`src/rtl/dl_launch_pkg.sv`:
```
package dl_launch_pkg;

    // key bytes, in the order they must arrive
    localparam logic [7:0] KEY_FIRST  = 8'h42;
    localparam logic [7:0] KEY_SECOND = 8'h52;

    // register offsets; start-address bytes follow the control byte,
    // the launch register follows the last address byte
    localparam int OFS_CTRL  = 0;
    localparam int OFS_START = 1;

    localparam int BANK_W = 3;

    localparam logic [1:0] PMODE_NORMAL = 2'b00;
    localparam logic [1:0] PMODE_COPY   = 2'b01;

    typedef enum logic [1:0] {
        LK_IDLE,
        LK_HALF,
        LK_OPEN
    } unlock_state_e;

    typedef enum logic [1:0] {
        RUN_OFF,
        RUN_ARMED,
        RUN_LIVE
    } run_state_e;

    typedef struct packed {
        logic [1:0]        port_mode;
        logic [1:0]        spare;
        logic              run_req;
        logic [BANK_W-1:0] bank;
    } ctrl_t;

endpackage

```
`src/rtl/dl_unlock_fsm.sv`:
```
module dl_unlock_fsm
    import dl_launch_pkg::*;
(
    input  logic       clk,
    input  logic       rst_n,
    input  logic       wr_any,
    input  logic       wr_ctrl,
    input  logic [7:0] wdata,
    output logic       unlocked
);

    unlock_state_e state_q, state_d;

    always_ff @(posedge clk or negedge rst_n) begin
        if (!rst_n) state_q <= LK_IDLE;
        else        state_q <= state_d;
    end

    always_comb begin
        state_d = state_q;
        unique case (state_q)
            LK_IDLE: begin
                if (wr_ctrl && wdata == KEY_FIRST) state_d = LK_HALF;
            end
            LK_HALF: begin
                // the very next write decides: right byte opens, anything else resets
                if (wr_any) begin
                    if (wr_ctrl && wdata == KEY_SECOND) state_d = LK_OPEN;
                    else                                state_d = LK_IDLE;
                end
            end
            LK_OPEN: state_d = LK_OPEN;
            default: state_d = LK_IDLE;
        endcase
    end

    always_comb begin
        unlocked = (state_q == LK_OPEN);
    end

endmodule

```
`src/rtl/dl_run_fsm.sv`:
```
module dl_run_fsm
    import dl_launch_pkg::*;
(
    input  logic              clk,
    input  logic              rst_n,
    input  logic              stop_req,
    input  logic              arm_req,
    input  logic              launch_req,
    input  logic              frame_start,
    input  logic [BANK_W-1:0] bank_in,
    output logic              run,
    output logic              restart,
    output logic [BANK_W-1:0] exec_bank
);

    run_state_e        state_q, state_d;
    logic              restart_d, restart_q;
    logic [BANK_W-1:0] bank_q;

    always_ff @(posedge clk or negedge rst_n) begin
        if (!rst_n) state_q <= RUN_OFF;
        else        state_q <= state_d;
    end

    // stop outranks launch and frame start; launch outranks the frame
    always_comb begin
        state_d   = state_q;
        restart_d = 1'b0;
        if (stop_req) begin
            state_d = RUN_OFF;
        end else if (launch_req) begin
            state_d   = RUN_LIVE;
            restart_d = 1'b1;
        end else begin
            unique case (state_q)
                RUN_OFF: begin
                    if (arm_req) state_d = RUN_ARMED;
                end
                RUN_ARMED: begin
                    if (frame_start) begin
                        state_d   = RUN_LIVE;
                        restart_d = 1'b1;
                    end
                end
                RUN_LIVE: begin
                    if (frame_start) restart_d = 1'b1;
                end
                default: state_d = RUN_OFF;
            endcase
        end
    end

    always_ff @(posedge clk or negedge rst_n) begin
        if (!rst_n) begin
            restart_q <= 1'b0;
            bank_q    <= '0;
        end else begin
            restart_q <= restart_d;
            if (stop_req) bank_q <= bank_in;
        end
    end

    always_comb begin
        run       = (state_q == RUN_LIVE);
        restart   = restart_q;
        exec_bank = bank_q;
    end

endmodule

```
`src/rtl/dl_ctrl_regs.sv`:
```
module dl_ctrl_regs
    import dl_launch_pkg::*;
#(
    parameter int         ADDR_W  = 4,
    parameter int         START_W = 16,
    parameter logic [4:0] VERSION = 5'd3
) (
    input  logic               clk,
    input  logic               rst_n,
    input  logic               wr_ok,
    input  logic [ADDR_W-1:0]  bus_addr,
    input  logic [7:0]         bus_wdata,
    input  logic [2:0]         vid_std,
    output ctrl_t              ctrl_q,
    output logic [START_W-1:0] start_addr,
    output logic [7:0]         rdata
);

    localparam int N_BYTES    = START_W / 8;
    localparam int OFS_LAUNCH = OFS_START + N_BYTES;

    always_ff @(posedge clk or negedge rst_n) begin
        if (!rst_n)
            ctrl_q <= '0;
        else if (wr_ok && bus_addr == ADDR_W'(OFS_CTRL))
            ctrl_q <= ctrl_t'(bus_wdata);
    end

    // one byte register per address lane
    for (genvar g = 0; g < N_BYTES; g++) begin : g_start_byte
        logic [7:0] byte_q;
        always_ff @(posedge clk or negedge rst_n) begin
            if (!rst_n)
                byte_q <= '0;
            else if (wr_ok && bus_addr == ADDR_W'(OFS_START + g))
                byte_q <= bus_wdata;
        end
        assign start_addr[g*8 +: 8] = byte_q;
    end

    always_comb begin
        rdata = '0;
        if (bus_addr == ADDR_W'(OFS_CTRL))
            rdata = ctrl_q;
        else if (bus_addr == ADDR_W'(OFS_LAUNCH))
            rdata = {VERSION, vid_std};
        for (int i = 0; i < N_BYTES; i++) begin
            if (bus_addr == ADDR_W'(OFS_START + i))
                rdata = start_addr[i*8 +: 8];
        end
    end

endmodule

```
`src/rtl/dl_launch_ctrl.sv`:
```
module dl_launch_ctrl
    import dl_launch_pkg::*;
#(
    parameter int         ADDR_W  = 4,
    parameter int         START_W = 16,
    parameter logic [4:0] VERSION = 5'd3
) (
    input  logic               clk,
    input  logic               rst_n,
    input  logic [ADDR_W-1:0]  bus_addr,
    input  logic               bus_we,
    input  logic [7:0]         bus_wdata,
    output logic [7:0]         bus_rdata,
    input  logic [2:0]         vid_std,
    input  logic               frame_start,
    output logic               eng_run,
    output logic               eng_restart,
    output logic [START_W-1:0] eng_start_addr,
    output logic [BANK_W-1:0]  eng_exec_bank,
    output logic [BANK_W-1:0]  host_bank,
    output logic               port_copy
);

    localparam int N_BYTES    = START_W / 8;
    localparam int OFS_LAUNCH = OFS_START + N_BYTES;

    logic  unlocked_w;
    logic  wr_ctrl, wr_ok, wr_launch_ok, wr_ctrl_ok;
    ctrl_t ctrl_w;

    assign wr_ctrl      = bus_we && bus_addr == ADDR_W'(OFS_CTRL);
    assign wr_ok        = bus_we && unlocked_w;
    assign wr_ctrl_ok   = wr_ok && wr_ctrl;
    assign wr_launch_ok = wr_ok && bus_addr == ADDR_W'(OFS_LAUNCH);

    dl_unlock_fsm u_unlock (
        .clk      (clk),
        .rst_n    (rst_n),
        .wr_any   (bus_we),
        .wr_ctrl  (wr_ctrl),
        .wdata    (bus_wdata),
        .unlocked (unlocked_w)
    );

    dl_ctrl_regs #(
        .ADDR_W  (ADDR_W),
        .START_W (START_W),
        .VERSION (VERSION)
    ) u_regs (
        .clk        (clk),
        .rst_n      (rst_n),
        .wr_ok      (wr_ok),
        .bus_addr   (bus_addr),
        .bus_wdata  (bus_wdata),
        .vid_std    (vid_std),
        .ctrl_q     (ctrl_w),
        .start_addr (eng_start_addr),
        .rdata      (bus_rdata)
    );

    dl_run_fsm u_run (
        .clk         (clk),
        .rst_n       (rst_n),
        .stop_req    (wr_ctrl_ok && !bus_wdata[3]),
        .arm_req     (wr_ctrl_ok &&  bus_wdata[3]),
        .launch_req  (wr_launch_ok),
        .frame_start (frame_start),
        .bank_in     (bus_wdata[BANK_W-1:0]),
        .run         (eng_run),
        .restart     (eng_restart),
        .exec_bank   (eng_exec_bank)
    );

    assign host_bank = ctrl_w.bank;
    assign port_copy = (ctrl_w.port_mode == PMODE_COPY);

endmodule

```
`config.mk`:
```
export PLATFORM = sky130hd
export DESIGN_NAME = dl_launch_ctrl
export DESIGN_NICKNAME = d
export VERILOG_FILES = /design/src/rtl/dl_launch_pkg.sv /design/src/rtl/dl_unlock_fsm.sv /design/src/rtl/dl_run_fsm.sv /design/src/rtl/dl_ctrl_regs.sv /design/src/rtl/dl_launch_ctrl.sv
export SDC_FILE = /design/constraint.sdc
export NUM_CORES = 1
export LEC_CHECK = 0
export BUFFER_PORTS_ARGS = -buffer_cell sky130_fd_sc_hd__buf_2
export CAP_MARGIN = 15
export CORE_MARGIN = 4
export CORE_UTILIZATION = 45
export DETAILED_ROUTE_END_ITERATION = 10
export PLACE_DENSITY = 0.75
export SLEW_MARGIN = 10
export SYNTH_ARGS = -nofsm -noshare
export SYNTH_HDL_FRONTEND = slang
export SYNTH_SLANG_ARGS = --single-unit
```
`constraint.sdc`:
```
create_clock -name clk -period 1.7 [get_ports clk]
set_input_delay 0.17 -clock clk [delete_from_list [all_inputs] [get_ports clk]]
set_output_delay 0.17 -clock clk [all_outputs]
set_load 0.02 [all_outputs]
```
# --- Word-level counts from Yosys, hierarchy flattened ---
# Index checks and enable logic that the tools add are counted.
word_totals:
  reg_bits: 32
  latchBits: 0
  mem_bits_rw: 0
  rom_bits: 0
  out_inout_bits: 33
  wordCells: 60
  memories: 0
classes:
  add_sub_neg: 0
  mul: 0
  n_div: 0
  magnitude_cmp: 0
  n_eq_ne: 15
  shifts: 0
  n_mux: 17
  n_bitwise: 0
  n_reduce_logical: 18
op_table:
  columns: ["cell", "count"]
  rows:
  - ["$mux W8", 3]
  - ["$eq A8 B7 Y1 const B", 2]
  - ["$mux W2", 7]
  - ["$pmux W2 S3", 2]
  - ["$logic_and A1 B1 Y1", 11]
  - ["$eq A4 B2 Y1 const B", 2]
  - ["$eq A2 B1 Y1 const B", 3]
  - ["$mux W5", 1]
  - ["$eq A2 B2 Y1 const B", 2]
  - ["$eq A4 B1 Y1 const B", 1]
  - ["$logic_not A2 Y1", 2]
  - ["$logic_not A4 Y1", 1]
  - ["$mux W1", 4]
  - ["$ne A4 B1 Y1 const B", 1]
  - ["$ne A4 B2 Y1 const B", 1]
  - ["$ne A3 B1 Y1 const B", 1]
  - ["$reduce_and A3 Y1", 1]
  - ["$ne A2 B1 Y1 const B", 1]
  - ["$ne A2 B2 Y1 const B", 1]
  - ["$reduce_and A2 Y1", 1]
  - ["$reduce_or A2 Y1", 1]
  - ["$logic_not A1 Y1", 1]

# --- Logic depth before layout (Yosys ltp) ---
logic_depth:
  ltp_word: 8
  mapped_depth: 6
  depth_no_buf: 6

# --- Cells and area by module ---
# A second synthesis with hierarchy kept.
unflattened:
  hier_cells: 128
  hier_area_um2: 1665.3
modules_own_cells:
  columns: ["module", "n_inst", "cells_per_inst", "area_per_inst_um2"]
  rows:
  - ["dl_ctrl_regs", 1, 82, 1154.9]
  - ["dl_run_fsm", 1, 26, 327.8]
  - ["dl_unlock_fsm", 1, 11, 122.6]
  - ["dl_launch_ctrl", 1, 9, 60.1]

# --- Least setup slack after synthesis ---
# No wires, ideal clock.
synth_timing:
  path_kind: "register to register"
  from: "reg u_unlock.state_q[0]"
  to: "reg u_regs.g_start_byte[1].byte_q[0]"
  setup_ps: 125
  t_arrival_ps: 1638
  setup_slack_ps: -63
  stages_incl_launch_ff: 5
  path_buffers: 1
  period_less_slack_ps: 1763
  path_cell_list: "dfrtp_1 -> or3b_2 -> or3_1 -> clkbuf_1 -> mux2_2"
synth_via:
  elab_chain_cells: 3
synth_lines:
  columns: ["element", "line", "rtl"]
  rows:
  - ["start, declared", "dl_unlock_fsm.sv:12", "unlock_state_e state_q, state_d;"]
  - ["start signal, assigned", "dl_unlock_fsm.sv:16", "else state_q <= state_d;"]
  - ["$eq A2 B2 Y1", "dl_unlock_fsm.sv:38", "unlocked = (state_q == LK_OPEN);"]
  - ["$logic_and A1 B1 Y1", "dl_launch_ctrl.sv:32", "assign wr_ok = bus_we && unlocked_w;"]
  - ["$logic_and A1 B1 Y1", "dl_ctrl_regs.sv:35", "else if (wr_ok && bus_addr == ADDR_W'(OFS_START + g))"]
  - ["end signal, assigned", "dl_ctrl_regs.sv:36", "byte_q <= bus_wdata;"]
  - ["end, declared", "dl_ctrl_regs.sv:31", "logic [7:0] byte_q;"]
# No other way between the ends.
# A chain may end at the register's enable or synchronous reset.

# --- Worst setup path after layout ---
layout_timing:
  from: "reg u_unlock.state_q[0]"
  to: "reg u_regs.g_start_byte[1].byte_q[6]"
# Same word-level chain as after synthesis.

==> results.sh <==
export IMPL_r2r_start="u_unlock.state_q[0]$_DFFE_PN0P_"
export IMPL_power_density_mw_per_mm2=1160
export IMPL_clk_path_buf_depth=2
export IMPL_required_ns=1.91
export IMPL_tightest_slew_ns=0.714
export IMPL_netlist_instances=135
export IMPL_synth_seq_area_share=0.490
export IMPL_path_clk_slew_ns=0.10
export IMPL_slew_viol_final=0
export IMPL_grt_pass1_vias=1429
export IMPL_cp_num_cells=4
export IMPL_cp_max_fo=8
export IMPL_cts_tree="yes"
export IMPL_relSlewSlack=0.524
export IMPL_layout_min_cycle_time_ns=1.67
export IMPL_layout_drive_gt1_share=0.562
export IMPL_antenna_found_initial=0
export IMPL_leakage_nw=1.04
export IMPL_coreArea_mm2=0.00342
export IMPL_endpoint_kind="flip-flop"
export IMPL_htreeDepth=2
export IMPL_insertedDiodeCount=0
export IMPL_drt_first_pass_iters=4
export IMPL_ys_types=33
export IMPL_status="completed"
export IMPL_syn_cell_area_mm2=0.00164
export IMPL_num_rows=21
export IMPL_ys_warn_count=0
export IMPL_rsz0062_at_grt="true"
export IMPL_final_core_util=0.627
export IMPL_port_buffer_count=51
export IMPL_critPathBufInv=1
export IMPL_grt_pass1_wl_um=6710
export IMPL_worstSetupPathType="reg2reg"
export IMPL_cts_sinks=32
export IMPL_num_vias=1327
export IMPL_critical_path_startpoint_type="flip-flop"
export IMPL_initial_core_util=0.479
export IMPL_area_growth_pct=30.9
export IMPL_worstPathArrival_ns=1.88
export IMPL_final_area_mm2=0.00214
export IMPL_wl_per_cell_um=16.9
export IMPL_grt_max_degree=33
export IMPL_hold_path_class="in2reg"
export IMPL_die_y_um=68.3
export IMPL_skew_ns=0.00719
export IMPL_cp_startpoint="u_unlock.state_q[0]$_DFFE_PN0P_"
export IMPL_ant_nets=0
export IMPL_syn_nets=158
export IMPL_place_hpwl_um=3070
export IMPL_drt_total_wl_um=4170
export IMPL_drc=0
export IMPL_fmax_mhz=601
export IMPL_worstSkewPairLatency_ns=0.33
export IMPL_drv_cap=0
export IMPL_vias_per_cell=5.37
export IMPL_crit_chain="or3b_4, or3_4, buf_6, mux2_2"
export IMPL_num_io_pins=52
export IMPL_hp_start="frame_start"
export IMPL_setup_viol=0
export IMPL_max_stage_delay_ns=0.39
export IMPL_placed_cell_area_mm2=0.00202
export IMPL_drt_iter0_drc=49
export IMPL_place_congestion=0.804
export IMPL_post_cts_buffers=0
export IMPL_period_share=0.980
export IMPL_reg2reg_depth=4
export IMPL_dieArea_mm2=0.00466
export IMPL_cts_root_buffer="clkbuf_4"
export IMPL_final_nets=224
export IMPL_fill_cells=306
export IMPL_hold_viol_final=0
export IMPL_peakVddDrop_mv=0.811
export IMPL_die_x_um=68.3
export IMPL_grt_usage=0.200
export IMPL_ys_seq_elements=32
export IMPL_cts_buffers=5
export IMPL_critical_path_slowest_cell="dfrtp_1"
export IMPL_syn_avg_cell_area_um2=12.1
export IMPL_cpLargestDelayFamily="simple AND/OR/NAND/NOR gates"
export IMPL_grt_overflow=0
export IMPL_holdPathStages=3
-- power by group --
| group | switching (W) | internal, W |
|---|---|---|
| Clock | 0.000246 | 0.000234 |
| Combinational | 0.000507 | 0.000429 |
| Sequential | 0.000117 | 0.000940 |
| Total | 0.000871 | 0.00160 |
-- worst register-to-register path, stage by stage (launching register included) --
cell and delay [ns]:
dfrtp_1 0.39, or3b_4 0.39, or3_4 0.34, buf_6 0.15, mux2_2 0.28
-- logic make-up (layout without fill, tap and decap cells) --
| kind of cell | after synthesis | in the layout | share of synthesized area |
|---|---|---|---|
| AOI/OAI and AO/OA | 16 | 16 | 0.0620 |
| DFF | 32 | 32 | 0.490 |
| buffers and inverters | 12 | 78 | 0.0352 |
| adders and majority gates | 4 | 4 | 0.0306 |
| and+or+nand+nor | 38 | 38 | 0.137 |
| muxes | 33 | 33 | 0.246 |
-- sequential cells by signal, indices dropped and copies added, names as in the netlist --
name / count
u_run.exec_bank: 3
u_regs.ctrl_q: 8
u_run.state_q: 2
u_regs.g_start_byte.byte_q: 16
u_run.restart: 1
u_unlock.state_q: 2
-- through the flow --
stage	setup WS, ns	TNS (ns)	cells	hold WS (ns)	power (W)
detailed placement	-0.149	-0.595	239	0.255	0.00197
finish	0.0347	0	247	0.110	0.00247
floorplan	0.0285	0	135	-0.126	0.00167
global placement	-0.0904	-0.253	239	0.245	0.00192
global route	-0.00797	-0.0105	247	0.105	0.00263
CTS	0.00184	0	247	0.0840	0.00246
-- cells in the final DEF, fill, tap and decap left out, drive strengths merged, types with 2 or more instances in the layout --
| cell | Yosys | layout |
|---|---|---|
| buf | 6 | 67 |
| nor2b | 6 | 6 |
| nor4b | 3 | 3 |
| clkbuf | 3 | 7 |
| o22ai | 2 | 2 |
| or3 | 3 | 3 |
| dfrtp | 32 | 32 |
| a21oi | 7 | 7 |
| inv | 3 | 3 |
| nor3 | 2 | 2 |
| mux2 | 27 | 27 |
| o21ai | 2 | 2 |
| mux2i | 3 | 3 |
| nand2 | 4 | 4 |
| mux4 | 3 | 3 |
| nor2 | 9 | 9 |
| ha | 4 | 4 |
| nand2b | 4 | 4 |
-- worst paths after layout --
path | end | slack (ns)
max | u_regs.g_start_byte[1].byte_q[6]$_DFFE_PN0P_ | 0.03
min | u_run.restart$_DFF_PN0_ | 0.11
max reg2reg | u_regs.g_start_byte[1].byte_q[6]$_DFFE_PN0P_ | 0.03
min reg2reg | u_regs.ctrl_q[5]$_DFFE_PN0P_ | 0.51
max in group asynchronous | u_regs.g_start_byte[0].byte_q[0]$_DFFE_PN0P_ | 0.81
min in group asynchronous | u_regs.g_start_byte[0].byte_q[4]$_DFFE_PN0P_ | 0.43
-- what timing repair did --
| action | CTS | global route |
|---|---|---|
| resized for setup | 1 | 9 |
| endpoints found under the setup margin | 3 | 14 |
| pin swaps | 0 | 2 |
| hold buffers | 1 | 0 |
| hold endpoints to repair | 32 | 0 |
-- area by class of cell --
cell class                 count  area (µm²)  share of cell area
multi-input combinational     91         811               0.379
sequential                    32         801               0.374
timing repair buffer          68         395               0.185
clock buffer                   7        65.1              0.0304
tap                           46        57.6              0.0269
inverter                       3        11.3             0.00526
-- cells in the mapped netlist --
cell | number | area share
a311o_1 | 1 | 0.0061
nand3_1 | 1 | 0.0031
a211oi_1 | 1 | 0.0046
nor4b_1 | 3 | 0.016
mux2i_1 | 3 | 0.018
nand3b_1 | 1 | 0.0046
ha_1 | 4 | 0.031
o21ai_0 | 2 | 0.0061
mux2_2 | 27 | 0.19
or3_1 | 3 | 0.011
or2_2 | 1 | 0.0038
buf_2 | 1 | 0.0031
nor2_1 | 8 | 0.018
and2_1 | 1 | 0.0038
o31ai_1 | 1 | 0.0046
or3b_2 | 1 | 0.0054
a41o_1 | 1 | 0.0061
clkbuf_1 | 3 | 0.0069
mux4_2 | 3 | 0.041
or4_1 | 1 | 0.0046
nand2_1 | 4 | 0.0092
or4b_4 | 1 | 0.0084
dfrtp_1 | 32 | 0.49
buf_1 | 2 | 0.0046
nand2b_1 | 4 | 0.015
o32ai_1 | 1 | 0.0054
nor3_1 | 2 | 0.0061
buf_4 | 3 | 0.014
nor2b_1 | 6 | 0.023
nor2_2 | 1 | 0.0038
inv_1 | 3 | 0.0069
a21oi_1 | 7 | 0.021
o22ai_1 | 2 | 0.0076
-- routing by layer --
layer,vias up,GRT usage,share of wire
met3,11,0.0542,0.049
met4,0,0.0943,0.024
met1,664,0.239,0.41
met2,35,0.332,0.51
li1,617,-,-
met5,-,0,0
Power figures use the tool's default switching activity.
